`config.mk`:
```
export PLATFORM = sky130hd
export DESIGN_NAME = lapd_tx
export DESIGN_NICKNAME = d
export VERILOG_FILES = /design/src/rtl/lapd_tx_pkg.sv /design/src/rtl/lapd_tx_crc.sv /design/src/rtl/lapd_tx_regs.sv /design/src/rtl/lapd_tx_ser.sv /design/src/rtl/lapd_tx.sv
export SDC_FILE = /design/constraint.sdc
export NUM_CORES = 1
export LEC_CHECK = 0
export ABC_AREA = 0
export BUFFER_PORTS_ARGS = -buffer_cell sky130_fd_sc_hd__buf_2
export CAP_MARGIN = 20
export CORE_ASPECT_RATIO = 0.7
export CORE_MARGIN = 2
export CORE_UTILIZATION = 45
export CTS_BUF_LIST = sky130_fd_sc_hd__clkbuf_4 sky130_fd_sc_hd__clkbuf_8
export CTS_CLUSTER_SIZE = 25
export DETAILED_ROUTE_END_ITERATION = 16
export GPL_TIMING_DRIVEN = 0
export PLACE_DENSITY = 0.61
export SKIP_CTS_REPAIR_TIMING = 1
export SLEW_MARGIN = 30
export SYNTH_ARGS = -nofsm -noshare
export SYNTH_HDL_FRONTEND = slang
export SYNTH_SLANG_ARGS = --single-unit
```
`constraint.sdc`:
```
create_clock -name clk -period 5.5 [get_ports clk]
set_input_delay 0.275 -clock clk [delete_from_list [all_inputs] [get_ports clk]]
set_output_delay 0.275 -clock clk [all_outputs]
set_load 0.005 [all_outputs]
```
`src/rtl/lapd_tx_pkg.sv`:
```
package lapd_tx_pkg;
  typedef enum logic [2:0] {PH_IDLE, PH_OPEN, PH_DATA, PH_FCS, PH_CLOSE} phase_e;

  localparam logic [7:0]  FLAG_BYTE    = 8'h7E;
  localparam logic [15:0] CRC_GEN_REV  = 16'h8408;
  localparam logic [15:0] CRC_PRESET   = 16'hFFFF;
  localparam int          STUFF_RUN    = 5;

  function automatic logic [15:0] crc_bit_step(input logic [15:0] c, input logic b);
    logic fb;
    fb = c[0] ^ b;
    crc_bit_step = (c >> 1) ^ (fb ? CRC_GEN_REV : 16'h0000);
  endfunction
endpackage

```
`src/rtl/lapd_tx_crc.sv`:
```
module lapd_tx_crc
  import lapd_tx_pkg::*;
(
  input  logic        clk,
  input  logic        rst_n,
  input  logic        init_i,
  input  logic        en_i,
  input  logic        bit_i,
  output logic [15:0] crc_o
);
  logic [15:0] crc_q;

  always_ff @(posedge clk) begin
    if (!rst_n)      crc_q <= CRC_PRESET;
    else if (init_i) crc_q <= CRC_PRESET;
    else if (en_i)   crc_q <= crc_bit_step(crc_q, bit_i);
  end

  assign crc_o = crc_q;
endmodule

```
`src/rtl/lapd_tx_regs.sv`:
```
module lapd_tx_regs #(
  parameter int DEPTH    = 88,
  parameter int BUF_BASE = 'h86,
  parameter int AW       = 8,
  parameter int IW       = 7,
  parameter int LW       = 7
) (
  input  logic          clk,
  input  logic          rst_n,
  input  logic          wr_en,
  input  logic          rd_en,
  input  logic [AW-1:0] addr,
  input  logic [7:0]    wdata,
  output logic [7:0]    rdata,
  input  logic [IW-1:0] rd_idx,
  output logic [7:0]    rd_byte,
  output logic [LW-1:0] len_o,
  output logic          start_pend_o,
  input  logic          take_i,
  input  logic          busy_i,
  input  logic          done_i,
  output logic          irq_n
);
  localparam logic [AW-1:0] CTRL_ADDR = AW'(0);
  localparam logic [AW-1:0] LEN_ADDR  = AW'(1);

  logic [7:0]    mem [DEPTH];
  logic          pend_q, en_q, stat_q;
  logic [LW-1:0] len_q;
  logic          in_buf, hit_ctrl, hit_len;
  logic [IW-1:0] buf_idx;

  assign in_buf   = (int'(addr) >= BUF_BASE) && (int'(addr) < BUF_BASE + DEPTH);
  assign buf_idx  = IW'(addr - AW'(BUF_BASE));
  assign hit_ctrl = (addr == CTRL_ADDR);
  assign hit_len  = (addr == LEN_ADDR);

  always_ff @(posedge clk) begin
    if (!rst_n) begin
      pend_q <= 1'b0;
      en_q   <= 1'b0;
      stat_q <= 1'b0;
      len_q  <= '0;
    end else begin
      if (take_i) pend_q <= 1'b0;
      if (wr_en && hit_ctrl) begin
        en_q <= wdata[1];
        if (wdata[3] && !busy_i && !pend_q) pend_q <= 1'b1;
      end
      if (wr_en && hit_len) begin
        if (int'(wdata) > DEPTH) len_q <= LW'(DEPTH);
        else                     len_q <= LW'(wdata);
      end
      if (done_i)                   stat_q <= 1'b1;
      else if (rd_en && hit_ctrl)   stat_q <= 1'b0;
    end
  end

  always_ff @(posedge clk) begin
    if (wr_en && in_buf) mem[buf_idx] <= wdata;
  end

  always_comb begin
    rdata = 8'h00;
    if (hit_ctrl)     rdata = {4'b0000, pend_q, busy_i, en_q, stat_q};
    else if (hit_len) rdata = 8'(len_q);
    else if (in_buf)  rdata = mem[buf_idx];
  end

  assign rd_byte      = mem[rd_idx];
  assign len_o        = len_q;
  assign start_pend_o = pend_q;
  assign irq_n        = !(stat_q && en_q);

  a_r8_status_sets: assert property (@(posedge clk) disable iff (!rst_n)
    done_i |=> stat_q);
  a_r8_read_clears: assert property (@(posedge clk) disable iff (!rst_n)
    (rd_en && hit_ctrl && !done_i) |=> !stat_q);
  a_r7_start_ignored: assert property (@(posedge clk) disable iff (!rst_n)
    (wr_en && hit_ctrl && busy_i && !pend_q && !take_i) |=> !pend_q);
  a_r9_irq_needs_status: assert property (@(posedge clk) disable iff (!rst_n)
    (done_i && en_q && !(wr_en && hit_ctrl)) |=> !irq_n);
endmodule

```
`src/rtl/lapd_tx_ser.sv`:
```
module lapd_tx_ser
  import lapd_tx_pkg::*;
#(
  parameter int IW = 7,
  parameter int LW = 7
) (
  input  logic          clk,
  input  logic          rst_n,
  input  logic          slot_i,
  input  logic          start_pend_i,
  input  logic [LW-1:0] len_i,
  input  logic [7:0]    rd_byte_i,
  output logic [IW-1:0] rd_idx_o,
  output logic          take_o,
  output logic          busy_o,
  output logic          done_o,
  output logic          line_o
);
  phase_e        phase_q;
  logic [3:0]    bit_q;
  logic [LW-1:0] byte_q, len_q;
  logic [2:0]    ones_q;
  logic          line_q;
  logic [15:0]   crc;
  logic          stuff, data_bit, fcs_bit, flag_bit, crc_en, last_byte;

  assign stuff     = (ones_q == 3'(STUFF_RUN)) &&
                     (phase_q == PH_DATA || phase_q == PH_FCS || phase_q == PH_CLOSE);
  assign data_bit  = rd_byte_i[bit_q[2:0]];
  assign fcs_bit   = ~crc[bit_q];
  assign flag_bit  = FLAG_BYTE[bit_q[2:0]];
  assign last_byte = (byte_q + LW'(1)) == len_q;
  assign take_o    = slot_i && (phase_q == PH_IDLE) && start_pend_i;
  assign crc_en    = slot_i && (phase_q == PH_DATA) && !stuff;
  assign done_o    = slot_i && (phase_q == PH_CLOSE) && !stuff && (bit_q == 4'd7);
  assign busy_o    = (phase_q != PH_IDLE);
  assign rd_idx_o  = IW'(byte_q);
  assign line_o    = line_q;

  lapd_tx_crc u_crc (
    .clk    (clk),
    .rst_n  (rst_n),
    .init_i (take_o),
    .en_i   (crc_en),
    .bit_i  (data_bit),
    .crc_o  (crc)
  );

  always_ff @(posedge clk) begin
    if (!rst_n) begin
      phase_q <= PH_IDLE;
      bit_q   <= '0;
      byte_q  <= '0;
      len_q   <= '0;
      ones_q  <= '0;
      line_q  <= 1'b1;
    end else if (slot_i) begin
      unique case (phase_q)
        PH_IDLE: begin
          if (start_pend_i) begin
            line_q  <= FLAG_BYTE[0];
            bit_q   <= 4'd1;
            ones_q  <= '0;
            len_q   <= len_i;
            phase_q <= PH_OPEN;
          end else begin
            line_q <= 1'b1;
          end
        end
        PH_OPEN: begin
          line_q <= flag_bit;
          ones_q <= '0;
          if (bit_q == 4'd7) begin
            bit_q   <= '0;
            byte_q  <= '0;
            phase_q <= (len_q == '0) ? PH_FCS : PH_DATA;
          end else begin
            bit_q <= bit_q + 4'd1;
          end
        end
        PH_DATA: begin
          if (stuff) begin
            line_q <= 1'b0;
            ones_q <= '0;
          end else begin
            line_q <= data_bit;
            ones_q <= data_bit ? ones_q + 3'd1 : 3'd0;
            if (bit_q == 4'd7) begin
              bit_q <= '0;
              if (last_byte) phase_q <= PH_FCS;
              else           byte_q  <= byte_q + LW'(1);
            end else begin
              bit_q <= bit_q + 4'd1;
            end
          end
        end
        PH_FCS: begin
          if (stuff) begin
            line_q <= 1'b0;
            ones_q <= '0;
          end else begin
            line_q <= fcs_bit;
            ones_q <= fcs_bit ? ones_q + 3'd1 : 3'd0;
            if (bit_q == 4'd15) begin
              bit_q   <= '0;
              phase_q <= PH_CLOSE;
            end else begin
              bit_q <= bit_q + 4'd1;
            end
          end
        end
        PH_CLOSE: begin
          ones_q <= '0;
          if (stuff) begin
            line_q <= 1'b0;
          end else begin
            line_q <= flag_bit;
            if (bit_q == 4'd7) begin
              bit_q   <= '0;
              phase_q <= PH_IDLE;
            end else begin
              bit_q <= bit_q + 4'd1;
            end
          end
        end
        default: phase_q <= PH_IDLE;
      endcase
    end
  end

  a_r11_idle_sends_one: assert property (@(posedge clk) disable iff (!rst_n)
    (slot_i && phase_q == PH_IDLE && !start_pend_i) |=> line_q);
  a_r3_zero_after_five: assert property (@(posedge clk) disable iff (!rst_n)
    (slot_i && stuff) |=> !line_q);
  a_r6_busy_rise: assert property (@(posedge clk) disable iff (!rst_n)
    $rose(busy_o) |-> $past(take_o));
  a_r6_busy_fall: assert property (@(posedge clk) disable iff (!rst_n)
    $fell(busy_o) |-> $past(done_o));
  a_r2_hold_between_slots: assert property (@(posedge clk) disable iff (!rst_n)
    !slot_i |=> $stable(line_q));
endmodule

```
`src/rtl/lapd_tx.sv`:
```
module lapd_tx #(
  parameter int DEPTH    = 88,
  parameter int BUF_BASE = 'h86,
  parameter int AW       = 8
) (
  input  logic          clk,
  input  logic          rst_n,
  input  logic          wr_en,
  input  logic          rd_en,
  input  logic [AW-1:0] addr,
  input  logic [7:0]    wdata,
  output logic [7:0]    rdata,
  input  logic          slot,
  output logic          line_bit,
  output logic          irq_n
);
  localparam int IW = (DEPTH > 1) ? $clog2(DEPTH) : 1;
  localparam int LW = $clog2(DEPTH + 1);

  logic [IW-1:0] rd_idx;
  logic [7:0]    rd_byte;
  logic [LW-1:0] len;
  logic          start_pend, take, busy, done;

  lapd_tx_regs #(
    .DEPTH(DEPTH), .BUF_BASE(BUF_BASE), .AW(AW), .IW(IW), .LW(LW)
  ) u_regs (
    .clk          (clk),
    .rst_n        (rst_n),
    .wr_en        (wr_en),
    .rd_en        (rd_en),
    .addr         (addr),
    .wdata        (wdata),
    .rdata        (rdata),
    .rd_idx       (rd_idx),
    .rd_byte      (rd_byte),
    .len_o        (len),
    .start_pend_o (start_pend),
    .take_i       (take),
    .busy_i       (busy),
    .done_i       (done),
    .irq_n        (irq_n)
  );

  lapd_tx_ser #(.IW(IW), .LW(LW)) u_ser (
    .clk          (clk),
    .rst_n        (rst_n),
    .slot_i       (slot),
    .start_pend_i (start_pend),
    .len_i        (len),
    .rd_byte_i    (rd_byte),
    .rd_idx_o     (rd_idx),
    .take_o       (take),
    .busy_o       (busy),
    .done_o       (done),
    .line_o       (line_bit)
  );
endmodule

```
; Word-level counts from Yosys, hierarchy flattened
; Memory sizes are Yosys's and may differ from the RTL's. A register that Yosys moved wholly into a read port is not among the register bits.
; Index checks and enable logic that the tools add are counted.
[totals]
memories = 2
input_bits = 21
mem_bits_rw = 704
romBits = 8
elab_cells = 140
output_inout_bits = 10
regBits = 51
[classes]
n_eq_ne = 20
bitwise_logic = 4
n_reduce_logical = 40
n_mux = 54
n_addsub = 4
magnitude_cmp = 5
[memory_table]
columns = name, words, width, rd, rd_clocked_by_memory_dff, wr, line_no
row1 = u_regs.mem, 88, 8, 2, 1, 1, lapd_tx_regs.sv:27  ; logic [7:0] mem [DEPTH];
row2 = (name not given), 8, 1, 1, 1, 0, lapd_tx_ser.sv:31  ; assign flag_bit = FLAG_BYTE[bit_q[2:0]];
[op_table]
columns = op, n
row1 = 7-bit 2-to-1 mux, 7
row2 = 3-bit 2-to-1 mux, 16
row3 = 8-bit 2-to-1 mux, 3
row4 = 4-bit 2-to-1 mux, 5
row5 = 2-bit inequality test (second input constant), 9
row6 = 1-bit logical AND, 16
row7 = 16-bit 2-to-1 mux, 1
row8 = 4-bit one-hot mux with 4 select lines, 1
row9 = 15-bit by 16-bit XOR with 16-bit output, 1
row10 = 1-bit 2-to-1 mux, 15
row11 = 3-bit one-hot mux with 5 select lines, 1
row12 = 7-bit one-hot mux with 2 select lines, 1
row13 = 3-bit one-hot mux with 4 select lines, 1
row14 = 10-bit AND reduction, 1
row15 = 8-bit by 1-bit == test with 1-bit output (second input constant), 1
row16 = 8-bit greater-or-equal comparator (second input constant), 1
row17 = 8-bit by 7-bit greater-than comparator with 1-bit output (second input constant), 1
row18 = 8-bit zero test, 1
row19 = 8-bit < comparator (second input constant), 1
row20 = 4-bit nonzero test, 2
row21 = 7-bit by 1-bit adder with 7-bit output (second input constant), 1
row22 = 7-bit == test, 1
row23 = 7-bit zero test, 1
row24 = 7-bit by 3-bit subtractor with 7-bit output (second input constant), 1
row25 = other kinds (26), 38

; Depth between registers and ports, before layout
[logic_depth]
depth_word = 8
depth_mapped = 14

; By module
; Synthesis repeated with hierarchy kept, for this count alone.
[unflattened]
cells_unflattened = 2027
area_unflattened_um2 = 36277.3
[modules_own_cells]
columns = mod, area_per_inst_um2, seq_area_each_um2, instances, cells_each
row1 = lapd_tx_regs, 33821.2, 21340.5, 1, 1758
row2 = lapd_tx_ser, 1825.5, 520.5, 1, 212
row3 = lapd_tx_crc, 630.6, 320.3, 1, 57

; Worst setup path after synthesis
; OpenSTA, ideal clock, no wires.
[synth_timing]
path_type = input to register
from = input addr[0]
to = memory u_regs.mem[23][0] (enable)
setup_time_ps = 371
slack_ps = 1957
path_stages = 9
arrival_time_ps = 3172
t_required_ps = 5129
path_cell_list = clkbuf_1 -> buf_1 -> clkbuf_1 -> buf_2 -> clkbuf_1 -> and3_1 -> nand2_1 -> clkbuf_1 -> nor2_1
[synth_between]
elab_chain_len = 5
elab_cells_between_ends = 7
cone_classes = add/sub (1) / order compare (2) / mux (2) / reduce/logical (2)
[synth_rtl]
columns = item, line_no
row1 = "start, declared", lapd_tx.sv:10  ; input logic [AW-1:0] addr,
row2 = 8-bit greater-or-equal comparator / 8-bit < comparator (equally long branches), lapd_tx_regs.sv:33  ; assign in_buf = (int'(addr) >= BUF_BASE) && (int'(addr) < BUF_BASE + DEPTH);
row3 = 1-bit logical AND, lapd_tx_regs.sv:33
row4 = 1-bit logical AND, lapd_tx_regs.sv:60  ; if (wr_en && in_buf) mem[buf_idx] <= wdata;
row5 = 1-bit 2-to-1 mux, lapd_tx_regs.sv:60
row6 = 1-bit 2-to-1 mux (not written as such), lapd_tx_regs.sv:60
row7 = "end, declared", lapd_tx_regs.sv:27
; Parallel ways exist; a longest one is shown, timed or not.

==> impl_metrics.env <==
export IMPL_syn2layout_area_growth_pct=11.7
export IMPL_start_kind="register"
export IMPL_gp_congestion=1.06
export IMPL_required_ns=6.13
export IMPL_fin_crit_sh_pct=101
export IMPL_overflow=0
export IMPL_cts_buffers=112
export IMPL_postSynthNetCount=2058
export IMPL_violations="setup timing"
export IMPL_critical_path_class="register to register"
export IMPL_regArea_sq_um=22300
export IMPL_grt_usage_pct=34.3
export IMPL_drt_antenna_violating_nets=0
export IMPL_grt_pass1_vias=22800
export IMPL_p_sw_mw=2.84
export IMPL_arrival_ns=6.16
export IMPL_core_area_sq_um=80200
export IMPL_drv_cap=0
export IMPL_avgSynthCellArea_sq_um=17.9
export IMPL_finClkSkew_ns=0.0493
export IMPL_cpLargestDelayFamily="buffers and inverters"
export IMPL_drive_gt1_share_pct=35.5
export IMPL_crit_slowest_cell="clkbuf_1"
export IMPL_cp_num_buf_inv=4
export IMPL_layoutNonFillerInstCount=3338
export IMPL_synth_ff_type="edfxtp_1"
export IMPL_finalSetupViolations=1
export IMPL_ios=31
export IMPL_avgViaCountPerCell=7.18
export IMPL_synth_edf_count=704
export IMPL_tightestPinTransition_ns=1.15
export IMPL_die_h_um=242
export IMPL_r2r_slack_ns=-0.03
export IMPL_clock_path_buffers=3
export IMPL_wl_per_cell_um=42.2
export IMPL_route_detailed_drc=0
export IMPL_antenna_found_initial=9
export IMPL_tns_ns=-0.0318
export IMPL_synth_seq_cells=763
export IMPL_vias=24000
export IMPL_internal_power_mw=8.99
export IMPL_die_w_um=343
export IMPL_fin_crit_ns=5.53
export IMPL_ys_warn_count=0
export IMPL_rows=87
export IMPL_place_ws_ns=-0.706
export IMPL_relSlewSlack_pct=23.5
export IMPL_synthArstFlopShare_pct=0
export IMPL_peakVddDrop_v=0.000179
export IMPL_cts_max_level=3
export IMPL_finalHoldViolations=0
export IMPL_cts_tree="yes"
export IMPL_clk_pin_slew_worst_paths_ns=0.07
export IMPL_cp_end_kind="register"
export IMPL_whs_ns=0.0201
export IMPL_grt_pass1_wl_um=192000
export IMPL_total_power_mw=11.8
export IMPL_status="finished, violations left"
export IMPL_dp_hpwl_um=100000
export IMPL_synth_yosys_seq_area_share_pct=61.5
export IMPL_rsz0062_at_grt="true"
export IMPL_clockRootBuffer="clkbuf_8"
export IMPL_syn_instance_count=2028
export IMPL_critPathMaxStageDelay_ns=0.88
export IMPL_cellPowerDensity_nw_per_um2=292
export IMPL_port_buffers=26
export IMPL_drtPass1Iterations=5
export IMPL_fillers=6478
export IMPL_swShare_pct=24.0
export IMPL_grt_max_degree=91
export IMPL_yosysUniqueCellTypes=71
export IMPL_syn_area_sq_um=36300
export IMPL_cp_max_fo=11
export IMPL_pwr_share_comb_pct=6.9
export IMPL_placed_cells=3130
export IMPL_layout_nets=2212
export IMPL_first_iter_violations=4153
export IMPL_multi_input_area_sq_um=13400
export IMPL_dieArea_sq_um=83000
export IMPL_hold_path_class="input port to register"
export IMPL_clkLatencyLatePin_ns=0.81
export IMPL_setup_slack_ns=-0.0318
export IMPL_max_freq_mhz=181
export IMPL_initial_core_util_pct=45.2
export IMPL_clock_sinks=763
export IMPL_share_seq_of_total_power_pct=53.7
export IMPL_slew_violations=0
export IMPL_crit_chain="buf_2 > buf_2 > buf_4 > clkbuf_1 > mux4_2 > nor3_1 > o211ai_1 > o211ai_1 > o2111ai_1 > o211a_2 > or3_1 > a2111oi_0 > nor3_1"
export IMPL_finalWirelength_um=141000
export IMPL_p_leak_nw=12.4
export IMPL_clkPwrFrac_pct=39.4
==> worst register-to-register path, cell delays in order (launching register included) <==
cell       delay, ns
dfxtp_1         0.32
buf_2           0.44
buf_2           0.63
buf_4           0.40
clkbuf_1        0.89
mux4_2          0.44
nor3_1          0.17
o211ai_1        0.12
o211ai_1        0.20
o2111ai_1       0.47
o211a_2         0.30
or3_1           0.40
a2111oi_0       0.52
nor3_1          0.11
==> Yosys cell counts (all sizes together), types with 3 or more instances <==
| cell | instances | share of area, % |
|---|---|---|
| edfxtp | 704 | 58 |
| mux4 | 403 | 25 |
| nor2 | 138 | 1.4 |
| nand2 | 105 | 1.1 |
| clkbuf | 84 | 0.87 |
| buf | 63 | 1.0 |
| dfxtp | 59 | 3.3 |
| mux2i | 48 | 1.3 |
| nand3 | 41 | 0.57 |
| o21ai | 39 | 0.54 |
| nor3 | 31 | 0.43 |
| nor2b | 30 | 0.52 |
| a21oi | 23 | 0.32 |
| o22ai | 20 | 0.34 |
| inv | 19 | 0.20 |
| a211oi | 18 | 0.37 |
| and2 | 16 | 0.28 |
| nand2b | 14 | 0.24 |
| nand4 | 14 | 0.24 |
| a22oi | 13 | 0.27 |
| a21boi | 10 | 0.21 |
| mux2 | 10 | 0.31 |
| xnor2 | 10 | 0.24 |
| a31oi | 9 | 0.16 |
| ha | 9 | 0.31 |
| o211ai | 9 | 0.19 |
| xor2 | 7 | 0.17 |
| o31ai | 6 | 0.12 |
| or2 | 6 | 0.10 |
| or3 | 6 | 0.10 |
| a2111oi | 5 | 0.12 |
| nor3b | 5 | 0.10 |
| nor4 | 5 | 0.086 |
| or4 | 5 | 0.10 |
| o211a | 4 | 0.11 |
| o31a | 3 | 0.072 |
==> power by group through the flow <==
stage	Clock (mW)	Combinational (mW)	Sequential, mW
after detailed placement	0	0.776	6.47
final	4.66	0.818	6.35
after global placement	0	0.746	6.48
after global routing	4.90	0.830	6.34
after CTS	4.66	0.776	6.35
after floorplan	0	0.386	6.47
==> through the flow <==
stage | cell area [sq um] | util [%]
floorplan | 36300 | -
global placement | 37800 | 47.1
detailed placement | 38200 | 47.6
CTS | 40400 | 50.3
global route | 40500 | 50.5
finish | 40500 | 50.5
==> layout make-up <==
class,count,share of cell area [%]
timing repair buffer,43,1.03
inverter,20,0.185
multi-input combinational,1098,33.1
antenna,3,0.0185
tap,1068,3.30
sequential,763,55.1
clock buffer,153,4.59
clock inverter,46,0.799
buffer,144,1.87
==> flip-flops by register name, summed over array words and instances, names as in the netlist, named ones only <==
signal,cells
u_ser.phase_q,3
u_ser.ones_q,3
u_ser.line_o,1
u_ser.flag_bit,1
u_ser.rd_idx_o,7
u_ser.bit_q,4
u_regs.stat_q,1
u_regs.start_pend_o,1
u_regs.mem,704
u_ser.u_crc.crc_o,16
u_regs.len_o,7
u_ser.len_q,7
u_regs.en_q,1
==> layer usage <==
metal	share of wire (%)	wire length, um	global-route usage (%)	vias to the layer above
li1	-	-	-	8817
met3	18	25200	18.6	354
met1	39	54400	49.0	12600
met2	40	56000	44.7	2143
met5	0.061	86	0	-
met4	3.6	5110	10.2	12
==> logic make-up (layout without fill, tap and decap cells) <==
family | Yosys count | count (layout) | synth area share [%]
other | 0 | 3 | 0
AOI/OAI and AO/OA | 184 | 184 | 3.45
and+or+nand+nor | 425 | 425 | 5.48
buffers and inverters | 167 | 406 | 2.08
xor gates and xnor gates | 19 | 19 | 0.534
muxes | 461 | 461 | 26.6
adders and majority gates | 9 | 9 | 0.310
DFF | 763 | 763 | 61.5
==> layout by cell type, fill, tap and decap left out, drive strengths merged, types with 10 or more instances in the layout <==
master / n
buf: 91
nand4: 14
xnor2: 10
a211oi: 18
nand2: 105
mux2: 10
nand2b: 14
edfxtp: 704
mux4: 403
nand3: 41
a21oi: 23
mux2i: 48
a22oi: 13
clkinv: 38
o21ai: 39
clkbuf: 240
nor2: 138
a21boi: 10
nor3: 31
o22ai: 20
inv: 21
dfxtp: 59
and2: 16
nor2b: 30
==> worst paths after layout <==
| check | startpoint | to | depth (start not counted) |
|---|---|---|---|
| worst min-delay path | wr_en | u_regs.len_o[5] | 4 |
| worst min register to register | u_regs.len_o[5] | u_regs.len_o[5] | 2 |
| worst max register to register | register | u_ser.u_crc.crc_o[3] | 13 |
| worst max-delay path | register | u_ser.u_crc.crc_o[3] | 13 |
Power figures use the tool's default switching activity.
